===== config.mk =====
export PLATFORM = sky130hd
export DESIGN_NAME = hex_record_decoder
export DESIGN_NICKNAME = d
export VERILOG_FILES = /design/src/rtl/hexrec_pkg.sv /design/src/rtl/hexrec_nibble.sv /design/src/rtl/hexrec_payload.sv /design/src/rtl/hexrec_reply.sv /design/src/rtl/hex_record_decoder.sv
export SDC_FILE = /design/constraint.sdc
export NUM_CORES = 1
export LEC_CHECK = 0
export BUFFER_PORTS_ARGS = -buffer_cell sky130_fd_sc_hd__buf_2
export CAP_MARGIN = 20
export CORE_MARGIN = 2
export CORE_UTILIZATION = 45
export CTS_BUF_LIST = sky130_fd_sc_hd__clkbuf_8
export CTS_CLUSTER_SIZE = 40
export DETAILED_ROUTE_END_ITERATION = 12
export GPL_TIMING_DRIVEN = 0
export HOLD_SLACK_MARGIN = 0.03
export SYNTH_ARGS = -nofsm -noshare
export SYNTH_HDL_FRONTEND = slang
export SYNTH_HIERARCHICAL = 1
export SYNTH_SLANG_ARGS = --single-unit

===== constraint.sdc =====
create_clock -name clk -period 4.5 [get_ports clk]
set_input_delay 0.225 -clock clk [delete_from_list [all_inputs] [get_ports clk]]
set_output_delay 0.225 -clock clk [all_outputs]
set_load 0.01 [all_outputs]

===== src/rtl/hexrec_pkg.sv =====
`timescale 1ns/1ps
package hexrec_pkg;

    typedef enum logic [2:0] {
        S_IDLE,
        S_HI,
        S_LO,
        S_EXEC,
        S_CMD,
        S_REPLY
    } dec_state_e;

    typedef enum logic [2:0] {
        OP_PROG    = 3'd0,
        OP_STATUS0 = 3'd1,
        OP_LOCK    = 3'd2,
        OP_CLKMODE = 3'd3,
        OP_ERASE   = 3'd4,
        OP_READ    = 3'd5,
        OP_DUMP    = 3'd6
    } flash_op_e;

    localparam logic [7:0] CH_COLON = 8'h3A;
    localparam logic [7:0] CH_OK    = 8'h2E;
    localparam logic [7:0] CH_SUM   = 8'h58;
    localparam logic [7:0] CH_FAIL  = 8'h52;
    localparam logic [7:0] CH_UNSUP = 8'h3F;

    // upper-case ASCII digit for a nibble
    function automatic logic [7:0] hex_char(input logic [3:0] v);
        return (v < 4'd10) ? (8'h30 + {4'h0, v}) : (8'h37 + {4'h0, v});
    endfunction

endpackage


===== src/rtl/hexrec_nibble.sv =====
`timescale 1ns/1ps
module hexrec_nibble (
    input  logic [7:0] ch,
    output logic       is_hex,
    output logic [3:0] val
);
    always_comb begin
        is_hex = 1'b1;
        val    = 4'h0;
        if (ch >= 8'h30 && ch <= 8'h39)      val = 4'(ch - 8'h30);
        else if (ch >= 8'h41 && ch <= 8'h46) val = 4'(ch - 8'h37);
        else if (ch >= 8'h61 && ch <= 8'h66) val = 4'(ch - 8'h57);
        else                                 is_hex = 1'b0;
    end
endmodule


===== src/rtl/hexrec_payload.sv =====
`timescale 1ns/1ps
module hexrec_payload #(
    parameter int DEPTH = 16,
    localparam int AW   = $clog2(DEPTH)
) (
    input  logic                   clk,
    input  logic                   rst_n,
    input  logic                   wr_en,
    input  logic [AW-1:0]          wr_idx,
    input  logic [7:0]             wr_data,
    output logic [DEPTH-1:0][7:0]  bytes_o
);
    logic [7:0] mem [DEPTH];

    always_ff @(posedge clk or negedge rst_n) begin
        if (!rst_n) begin
            for (int i = 0; i < DEPTH; i++) mem[i] <= 8'h00;
        end else if (wr_en) begin
            mem[wr_idx] <= wr_data;
        end
    end

    for (genvar g = 0; g < DEPTH; g++) begin : g_out
        assign bytes_o[g] = mem[g];
    end
endmodule


===== src/rtl/hexrec_reply.sv =====
`timescale 1ns/1ps
module hexrec_reply (
    input  logic            clk,
    input  logic            rst_n,
    input  logic            load,
    input  logic [1:0]      len,
    input  logic [2:0][7:0] chars,
    input  logic            out_ready,
    output logic            out_valid,
    output logic [7:0]      out_data,
    output logic            busy
);
    logic [2:0][7:0] q;
    logic [1:0]      n;

    always_ff @(posedge clk or negedge rst_n) begin
        if (!rst_n) begin
            q <= '0;
            n <= 2'd0;
        end else if (load) begin
            q <= chars;
            n <= len;
        end else if (n != 2'd0 && out_ready) begin
            q <= {8'h00, q[2], q[1]};
            n <= n - 2'd1;
        end
    end

    assign out_valid = (n != 2'd0);
    assign out_data  = q[0];
    assign busy      = (n != 2'd0);


    out_hold_chk: assert property (@(posedge clk) disable iff (!rst_n)
        out_valid && !out_ready |=> out_valid && $stable(out_data));
endmodule


===== src/rtl/hex_record_decoder.sv =====
`timescale 1ns/1ps
module hex_record_decoder
    import hexrec_pkg::*;
#(
    parameter int         MAX_DATA = 16,
    parameter logic [7:0] MFR_ID   = 8'h15,
    parameter logic [7:0] DEV_ID   = 8'hC2
) (
    input  logic        clk,
    input  logic        rst_n,
    input  logic        in_valid,
    input  logic [7:0]  in_data,
    output logic        in_ready,
    output logic        out_valid,
    output logic [7:0]  out_data,
    input  logic        out_ready,
    output logic        cmd_valid,
    output logic [2:0]  cmd_op,
    output logic [15:0] cmd_addr,
    output logic [15:0] cmd_addr_end,
    output logic [7:0]  cmd_data,
    input  logic        cmd_done,
    input  logic        cmd_fail,
    input  logic [7:0]  cmd_rdata,
    input  logic        dump_lock
);
    localparam int IDX_W = $clog2(MAX_DATA + 6);
    localparam int BUF_D = (MAX_DATA < 5) ? 5 : MAX_DATA;
    localparam int BUF_W = $clog2(BUF_D);

    dec_state_e          state, state_n;
    logic [3:0]          nib_hi, nib_val;
    logic                is_hex, accept, hdr, chk_pos, last_byte;
    logic [IDX_W-1:0]    idx;
    logic [7:0]          count, rtype, sum, byte_in, sum_next;
    logic [15:0]         addr;
    logic                freq_ok;
    logic [BUF_W-1:0]    prog_i;
    flash_op_e           op_q;
    logic [15:0]         c_addr_q, c_end_q;
    logic [7:0]          c_data_q;
    logic [BUF_D-1:0][7:0] pb;
    logic                buf_we;
    logic                rl_load, reply_busy;
    logic [1:0]          rl_len;
    logic [2:0][7:0]     rl_chars;

    // decisions made in S_EXEC
    logic                go_cmd, go_freq;
    flash_op_e           go_op;
    logic [15:0]         go_addr, go_end;
    logic [7:0]          go_data;
    logic [1:0]          go_len;
    logic [2:0][7:0]     go_chars;

    hexrec_nibble u_nib (.ch(in_data), .is_hex(is_hex), .val(nib_val));

    assign in_ready  = (state == S_IDLE) || (state == S_HI) || (state == S_LO);
    assign accept    = in_valid && in_ready;
    assign byte_in   = {nib_hi, nib_val};
    assign sum_next  = sum + byte_in;
    assign hdr       = (idx < IDX_W'(4));
    assign chk_pos   = (9'(idx) == (9'(count) + 9'd4));
    assign last_byte = ((8'(prog_i) + 8'd1) == count);
    assign buf_we    = (state == S_LO) && accept && is_hex && !hdr && !chk_pos;

    hexrec_payload #(.DEPTH(BUF_D)) u_buf (
        .clk     (clk),
        .rst_n   (rst_n),
        .wr_en   (buf_we),
        .wr_idx  (BUF_W'(idx - IDX_W'(4))),
        .wr_data (byte_in),
        .bytes_o (pb)
    );

    hexrec_reply u_reply (
        .clk       (clk),
        .rst_n     (rst_n),
        .load      (rl_load),
        .len       (rl_len),
        .chars     (rl_chars),
        .out_ready (out_ready),
        .out_valid (out_valid),
        .out_data  (out_data),
        .busy      (reply_busy)
    );

    // record decode, meaningful in S_EXEC
    always_comb begin
        go_cmd   = 1'b0;
        go_freq  = 1'b0;
        go_op    = OP_PROG;
        go_addr  = addr;
        go_end   = addr;
        go_data  = pb[0];
        go_len   = 2'd1;
        go_chars = {8'h00, 8'h00, CH_OK};
        unique case (rtype)
            8'h00: begin
                if (!freq_ok)            go_chars[0] = CH_FAIL;
                else if (count != 8'd0)  go_cmd = 1'b1;
            end
            8'h01: ;
            8'h02: go_freq = 1'b1;
            8'h03: begin
                if (count == 8'd0) go_chars[0] = CH_UNSUP;
                else begin
                    case (pb[0])
                        8'h04: begin go_cmd = 1'b1; go_op = OP_STATUS0; end
                        8'h05: begin
                            if (count >= 8'd2 && pb[1] <= 8'h02) begin
                                go_cmd = 1'b1; go_op = OP_LOCK; go_data = pb[1];
                            end else go_chars[0] = CH_UNSUP;
                        end
                        8'h06: begin
                            if (count >= 8'd3 && pb[1] == 8'h02 && pb[2] == 8'h80) begin
                                go_cmd = 1'b1; go_op = OP_CLKMODE; go_data = pb[2];
                            end else go_chars[0] = CH_UNSUP;
                        end
                        8'h07: begin go_cmd = 1'b1; go_op = OP_ERASE; end
                        default: go_chars[0] = CH_UNSUP;
                    endcase
                end
            end
            8'h04: begin
                if (count != 8'd5)  go_chars[0] = CH_UNSUP;
                else if (dump_lock) go_chars[0] = CH_FAIL;
                else begin
                    go_cmd  = 1'b1;
                    go_op   = OP_DUMP;
                    go_addr = {pb[0], pb[1]};
                    go_end  = {pb[2], pb[3]};
                    go_data = pb[4];
                end
            end
            8'h05: begin
                if (count < 8'd2) go_chars[0] = CH_UNSUP;
                else begin
                    case ({pb[0], pb[1]})
                        16'h0000: begin
                            go_len   = 2'd3;
                            go_chars = {CH_OK, hex_char(MFR_ID[3:0]), hex_char(MFR_ID[7:4])};
                        end
                        16'h0001: begin
                            go_len   = 2'd3;
                            go_chars = {CH_OK, hex_char(DEV_ID[3:0]), hex_char(DEV_ID[7:4])};
                        end
                        16'h0003: begin go_cmd = 1'b1; go_op = OP_READ; go_data = 8'd0; end
                        16'h0700: begin go_cmd = 1'b1; go_op = OP_READ; go_data = 8'd1; end
                        16'h0701: begin go_cmd = 1'b1; go_op = OP_READ; go_data = 8'd2; end
                        default:  go_chars[0] = CH_UNSUP;
                    endcase
                end
            end
            default: go_chars[0] = CH_UNSUP;
        endcase
    end

    // next-state logic
    always_comb begin
        state_n = state;
        unique case (state)
            S_IDLE: if (accept && in_data == CH_COLON) state_n = S_HI;
            S_HI:   if (accept) state_n = is_hex ? S_LO : S_IDLE;
            S_LO: begin
                if (accept) begin
                    if (!is_hex)                                         state_n = S_IDLE;
                    else if (idx == IDX_W'(0) && byte_in > 8'(MAX_DATA)) state_n = S_REPLY;
                    else if (!hdr && chk_pos)  state_n = (sum_next == 8'h00) ? S_EXEC : S_REPLY;
                    else                                                 state_n = S_HI;
                end
            end
            S_EXEC: state_n = go_cmd ? S_CMD : S_REPLY;
            S_CMD: begin
                if (cmd_done && !(op_q == OP_PROG && !cmd_fail && !last_byte))
                    state_n = S_REPLY;
            end
            S_REPLY: if (!rl_load && !reply_busy) state_n = S_IDLE;
            default: state_n = S_IDLE;
        endcase
    end

    // state register
    always_ff @(posedge clk or negedge rst_n) begin
        if (!rst_n) state <= S_IDLE;
        else        state <= state_n;
    end

    // datapath and outputs
    always_ff @(posedge clk or negedge rst_n) begin
        if (!rst_n) begin
            nib_hi   <= 4'h0;
            idx      <= '0;
            count    <= 8'h00;
            rtype    <= 8'h00;
            sum      <= 8'h00;
            addr     <= 16'h0000;
            freq_ok  <= 1'b0;
            prog_i   <= '0;
            op_q     <= OP_PROG;
            c_addr_q <= 16'h0000;
            c_end_q  <= 16'h0000;
            c_data_q <= 8'h00;
            rl_load  <= 1'b0;
            rl_len   <= 2'd0;
            rl_chars <= '0;
        end else begin
            rl_load <= 1'b0;
            unique case (state)
                S_IDLE: begin
                    idx <= '0;
                    sum <= 8'h00;
                end
                S_HI: if (accept && is_hex) nib_hi <= nib_val;
                S_LO: begin
                    if (accept && is_hex) begin
                        idx <= idx + IDX_W'(1);
                        sum <= sum_next;
                        case (idx)
                            IDX_W'(0): count       <= byte_in;
                            IDX_W'(1): addr[15:8]  <= byte_in;
                            IDX_W'(2): addr[7:0]   <= byte_in;
                            IDX_W'(3): rtype       <= byte_in;
                            default: ;
                        endcase
                        if ((idx == IDX_W'(0) && byte_in > 8'(MAX_DATA)) ||
                            (!hdr && chk_pos && sum_next != 8'h00)) begin
                            rl_load  <= 1'b1;
                            rl_len   <= 2'd1;
                            rl_chars <= {8'h00, 8'h00, CH_SUM};
                        end
                    end
                end
                S_EXEC: begin
                    if (go_freq) freq_ok <= 1'b1;
                    if (go_cmd) begin
                        op_q     <= go_op;
                        c_addr_q <= go_addr;
                        c_end_q  <= go_end;
                        c_data_q <= go_data;
                        prog_i   <= '0;
                    end else begin
                        rl_load  <= 1'b1;
                        rl_len   <= go_len;
                        rl_chars <= go_chars;
                    end
                end
                S_CMD: begin
                    if (cmd_done) begin
                        if (op_q == OP_PROG && !cmd_fail && !last_byte) begin
                            prog_i   <= prog_i + BUF_W'(1);
                            c_addr_q <= c_addr_q + 16'd1;
                            c_data_q <= pb[BUF_W'(prog_i + BUF_W'(1))];
                        end else begin
                            rl_load <= 1'b1;
                            if (cmd_fail) begin
                                rl_len   <= 2'd1;
                                rl_chars <= {8'h00, 8'h00, CH_FAIL};
                            end else if (op_q == OP_READ) begin
                                rl_len   <= 2'd3;
                                rl_chars <= {CH_OK, hex_char(cmd_rdata[3:0]), hex_char(cmd_rdata[7:4])};
                            end else begin
                                rl_len   <= 2'd1;
                                rl_chars <= {8'h00, 8'h00, CH_OK};
                            end
                        end
                    end
                end
                default: ;
            endcase
        end
    end

    assign cmd_valid    = (state == S_CMD);
    assign cmd_op       = op_q;
    assign cmd_addr     = c_addr_q;
    assign cmd_addr_end = c_end_q;
    assign cmd_data     = c_data_q;


    reply_blocks_input_chk: assert property (@(posedge clk) disable iff (!rst_n)
        out_valid |-> !in_ready);

    cmd_after_record_chk: assert property (@(posedge clk) disable iff (!rst_n)
        cmd_valid |-> !in_ready);

    prog_needs_freq_chk: assert property (@(posedge clk) disable iff (!rst_n)
        cmd_valid && cmd_op == 3'd0 |-> freq_ok);

    count_bound_chk: assert property (@(posedge clk) disable iff (!rst_n)
        (state == S_HI && !hdr) |-> count <= 8'(MAX_DATA));

    dump_lock_chk: assert property (@(posedge clk) disable iff (!rst_n)
        $rose(cmd_valid) && cmd_op == 3'd6 |-> !dump_lock);

    cmd_hold_chk: assert property (@(posedge clk) disable iff (!rst_n)
        cmd_valid && !cmd_done |=> cmd_valid && $stable(cmd_op) && $stable(cmd_addr) && $stable(cmd_data));
endmodule


Word level (Yosys, flattened, before mapping)
Index checks and enable logic that the tools add are counted.

Flip-flop bits (word level): 281. Input port bits: 23. Output and inout port bits: 54. Word-level logic and storage cells: 292.

$add $sub $neg: 15. $lt $le $gt $ge: 17. Equality and inequality tests: 40. Mux-type cells: 119. Bitwise operators: 1. Reductions and logical operators: 61.

Operators with widths (count): 24-bit two-way mux (7); 16-bit two-way mux (10); 128-bit bitwise mux (1); 8-bit two-way mux (12); 24-bit one-hot mux with 3 select lines (1); 8-bit by 3-bit equality test with 1-bit output (second input constant) (6); 8-bit one-hot mux with 2 select lines (3); 8-bit one-hot mux with 3 select lines (2); 22-bit two-way mux (2); 3-bit two-way mux (14); 7-bit two-way mux (6); 8-bit one-hot mux with 5 select lines (1); 8-bit binary-select mux with 4-bit select (1); 8-bit demux with 4-bit select (1); 16-bit by 11-bit equality test with 1-bit output (second input constant) (2); 16-bit one-hot mux with 2 select lines (1); 2-bit two-way mux (15); 6-bit by 4-bit adder with 7-bit output (first input constant) (4); 14-bit one-hot mux with 2 select lines (1); 8-bit by 2-bit equality test with 1-bit output (second input constant) (3); 8-bit logical NOT (3); 4-bit two-way mux (6); 1-bit logical AND (22); 7-bit one-hot mux with 3 select lines (1); other kinds (65) (128).

Longest topological paths before layout
Depth after elaboration: 13. Depth in mapped cells: 15. Mapped depth without buffers: 14.

Hierarchy
The synthesis kept the hierarchy.

By module, submodules not included: hex_record_decoder (times used 1, cells each 819, area each 8154.1 µm², seq. area each 2927.8 µm²); hexrec_payload (times used 1, cells each 293, area each 4973.5 µm², seq. area each 3203.1 µm²); hexrec_reply (times used 1, cells each 123, area each 1455.1 µm², seq. area each 650.6 µm²); hexrec_nibble (times used 1, cells each 25, area each 190.2 µm², seq. area each 0.0 µm²).

Worst setup path before layout
Ideal clock, no wire load.

Path kind: input -> register. From: in in_data[4]. To: reg rl_len[0]. Setup time: 0.127 ns. Arrival: 3.636 ns. Required time: 4.373 ns. Path slack: 0.737 ns. Stages on the path: 11. Buffers on the path: 1. Cells stage by stage: or4b_4 > o21ai_0 > ha_1 > a211o_1 > a21o_1 > a221oi_1 > nand4_1 > a31oi_1 > o211ai_4 > buf_6 > or2_2.

Cells in the longest elaborated chain, start to end: 11. Elaborated cells between the ends (all ways): 25. Those cells by class: add/sub: 1; order compare: 7; eq/ne: 2; mux: 6; reduce/logical: 9.

RTL lines: start: declaration (RTL line hex_record_decoder.sv:12) `input logic [7:0] in_data,`; 8-bit by 7-bit greater-or-equal comparator with 1-bit output / 8-bit by 7-bit less-or-equal comparator with 1-bit output (equally long branches) (RTL line hexrec_nibble.sv:12) `else if (ch >= 8'h61 && ch <= 8'h66) val = 4'(ch - 8'h57);`; 1-bit logical AND (RTL line hexrec_nibble.sv:12); 4-bit two-way mux (RTL line hexrec_nibble.sv:12); 4-bit two-way mux (RTL line hexrec_nibble.sv:11) `else if (ch >= 8'h41 && ch <= 8'h46) val = 4'(ch - 8'h37);`; 4-bit two-way mux * (RTL line hexrec_nibble.sv:10) `if (ch >= 8'h30 && ch <= 8'h39) val = 4'(ch - 8'h30);`; net nib_val[2] (RTL line hex_record_decoder.sv:32) `logic [3:0] nib_hi, nib_val;`; 8-bit adder (RTL line hex_record_decoder.sv:61) `assign sum_next = sum + byte_in;`; 8-bit nonzero test (RTL line hex_record_decoder.sv:227) `(!hdr && chk_pos && sum_next != 8'h00)) begin`; 1-bit logical AND (RTL line hex_record_decoder.sv:227); 1-bit logical OR * (RTL line hex_record_decoder.sv:226) `if ((idx == IDX_W'(0) && byte_in > 8'(MAX_DATA)) ||`; 2-bit by 1-bit inequality test with 1-bit output (no line) *; 6-bit AND reduction (no line) *; end signal: assignment (RTL line hex_record_decoder.sv:244) `rl_len <= go_len;`; end: declaration (RTL line hex_record_decoder.sv:45) `logic [1:0] rl_len;`.

The timed path passes the listed nets; every way through them passes the cells marked *. A chain may end at the register's enable or synchronous reset.

Worst setup path in the final report
Ends and elaborated chain as after synthesis.

==> flow_metrics.tcl <==
set metrics [dict create \
    setup.worst_path.class "input port to register" \
    ys_ff_latch 271 \
    yosys.area.top_type "dfrtp_1" \
    die_x_um 185 \
    start_util_pct 45.5 \
    ios 77 \
    cts_tree "built" \
    worstReg2RegEnd "cmd_op[0]" \
    num_vias 11000 \
    area_growth_pct 13.4 \
    multi_input_area_um2 7440 \
    crit_end "rl_len[0]" \
    fin_crit_sh_pct 90.8 \
    ir_worst_vdd_mv 0.233 \
    power_mw 6.56 \
    drtPass1Iterations 7 \
    core_um2 32500 \
    holdCritPathClass "input port to register" \
    clk_pin_slew_ns 0.05 \
    grt_pass1_vias 11200 \
    maxSlewViolCount 0 \
    cts.sinks 271 \
    synthCells 1260 \
    status "finished, final reports clean" \
    power_density_nw_per_um2 391 \
    layout_commonest_cell "dfrtp_1" \
    clock_latency_ns 0.59 \
    std_cell_rows 66 \
    layout_common_cells "dfrtp_1, mux2_2, buf_2" \
    regArea_um2 6780 \
    reg2reg_depth 8 \
    worstPathRequired_ns 4.96 \
    tightest_slew_ns 0.943 \
    synth_warnings 6 \
    synth_top_area_share_pct 45.9 \
    grt_max_degree 102 \
    r2r_start "count[4]" \
    hold_viol 0 \
    layoutNonFillerInstCount 1864 \
    clock_skew_ns 0.0462 \
    die_h_um 185 \
    fin_nets 1444 \
    final_core_util_pct 51.6 \
    maxCapViolations 0 \
    diodes 0 \
    yosys.cell_types.count 94 \
    fillers 2867 \
    clock_path_buffers 3 \
    synth-edff-count 0 \
    postRouteAntennaNets 0 \
    place_congestion 0.900 \
    layout_min_cycle_time_ns 4.09 \
    cp-startpoint "in_data[4]" \
    cp-end-kind "register" \
    synth.cell_area_um2 14800 \
    drt-initial-drc-count 735 \
    wire_per_inst_um 22.0 \
    antenna_found_initial 0 \
    layout-drive-gt1-share_pct 30.0 \
    postSynthAreaPerCell_um2 11.7 \
    cts_buffers 48 \
    yosysSeqAreaShare_pct 45.9 \
    crit_arrival_ns 4.55 \
    h-tree-depth 2 \
    post-dp-hpwl_mm 29.3 \
    async_flop_share_pct 100 \
    wirelength_mm 40.9 \
    io_buffers 76 \
    synth_area_leaders "dfrtp_1, mux2_2, mux4_2" \
    power.leakage_nw 7.98 \
    placed_cells 1786 \
    vias_per_cell 5.89 \
    synth_ff_type "dfrtp_1" \
    drc 0 \
    critPathMaxFanout 15 \
    cts_resized 0 \
    worst-r2r-setup-slack_ns 0.87 \
    die_area_um2 34300 \
    fmax_mhz 245 \
    relSlewSlack_pct 36.7 \
    cts_root_buf "clkbuf_8" \
    grt_usage_pct 24.5 \
    gr-total-overflow 0 \
    setup_viol 0 \
    startpoint_type "input port" \
    grt_pass1_wl_mm 64.4 \
    rsz0062_at_grt "false" \
]
[metrics by stage]
step / hold slack [ns] / area (um^2) / setup TNS [ns] / setup slack [ns]
finish: 0.111 / 16800 / 0 / 0.413
global route: 0.114 / 16800 / 0 / 0.190
CTS: 0.0787 / 16800 / 0 / 0.442
detailed placement: 0.323 / 15800 / -1.27 / -0.151
global placement: 0.459 / 15700 / -539.85 / -1.96
floorplan: -0.0706 / 14800 / 0 / 0.737
[worst min-delay path by stage]
stage                    startpoint  cells past startpoint             endpoint  slack [ns]
global placement    cmd_addr_end[0]                      2      cmd_addr_end[0]        0.46
CTS                        cmd_done                      3             state[0]        0.08
detailed placement            rst_n                      1  u_reply/out_data[7]        0.32
finish                     cmd_done                      3             state[0]        0.11
floorplan                     rst_n                      0              addr[0]       -0.07
global route               cmd_done                      3             state[0]        0.11
[timing repair]
item | 4_1_cts | 5_1_grt
hold buffers | 1 | 0
endpoints found under the hold margin | 100 | 0
buffers inserted | 0 | 0
[registers in the layout (all words and copies together), names as in the netlist, 2 cells and up]
signal,count
count,8
u_reply/q,16
u_reply/out_data,8
idx,5
rtype,8
u_reply/n,2
state,3
prog_i,4
cmd_data,8
sum,8
cmd_addr,16
cmd_op,3
nib_hi,4
cmd_addr_end,16
u_buf/bytes_o,128
addr,16
rl_chars,15
[cell families after synthesis]
kind of cell / share of synthesized area (%)
buffers and inverters: 3.90
adder cells (fa/ha/maj): 2.25
AND/OR/NAND/NOR: 13.2
flip-flops: 45.9
multiplexers: 20.0
XOR/XNOR: 1.27
AO/OA/AOI/OAI: 13.5
other: 0.0254
[worst max-delay path: stages]
cell and delay [ns]:
buf_2 0.11, or4b_4 0.56, a311oi_2 0.28, a22o_1 0.77, ha_1 0.37, a211o_1 0.35, and2_1 0.17, a211oi_1 0.30
nand4_1 0.25, a31oi_1 0.43, o211ai_4 0.24, buf_6 0.21, or2_2 0.27
[synth_stat cells, types with 7 or more instances]
cell type,n
xnor2_1,10
nor2b_1,35
a221o_1,21
nand3_1,37
ha_1,25
a21oi_1,61
mux2_2,153
xor2_1,7
and2_1,15
nor2_2,9
buf_4,9
nand2_1,72
mux2_4,18
dfrtp_1,271
nand2b_1,10
nor4bb_1,11
nor2_1,34
o22a_1,14
a22oi_1,7
nor3_1,17
a22o_1,9
a221oi_1,8
inv_1,28
a21o_1,7
buf_6,11
o21ai_0,50
and4bb_1,8
a21boi_0,11
nor4_1,10
clkbuf_1,44
and3_1,15
mux4_2,40
o2bb2ai_1,7
buf_2,19
a211oi_1,15
a31oi_1,15
o31ai_1,12
or3_1,9
[power breakdown]
| group | internal, mW | leakage (nW) | switching (mW) | total, mW |
|---|---|---|---|---|
| registers | 2.67 | 3.69 | 0.227 | 2.89 |
| clock network | 1.24 | 0.530 | 1.01 | 2.25 |
| logic | 0.632 | 3.76 | 0.778 | 1.41 |
| total | 4.55 | 7.98 | 2.01 | 6.56 |
[final cells by class]
type / instances / area share [%]
timing repair buffer: 80 / 2.81
inverter: 29 / 0.650
multi-input combinational: 878 / 44.4
sequential: 271 / 40.5
buffer: 87 / 2.79
tap: 442 / 3.30
clock buffer: 60 / 4.93
clock inverter: 17 / 0.650
[metal layers]
metal | wire, um | GRT usage (%) | vias up
met5 | 0 | 0 | -
met4 | 1230 | 8.19 | 0
met3 | 2550 | 4.64 | 85
met2 | 18400 | 37.8 | 339
met1 | 18700 | 34.8 | 5541
li1 | - | - | 5010
Power figures use the tool's default switching activity.
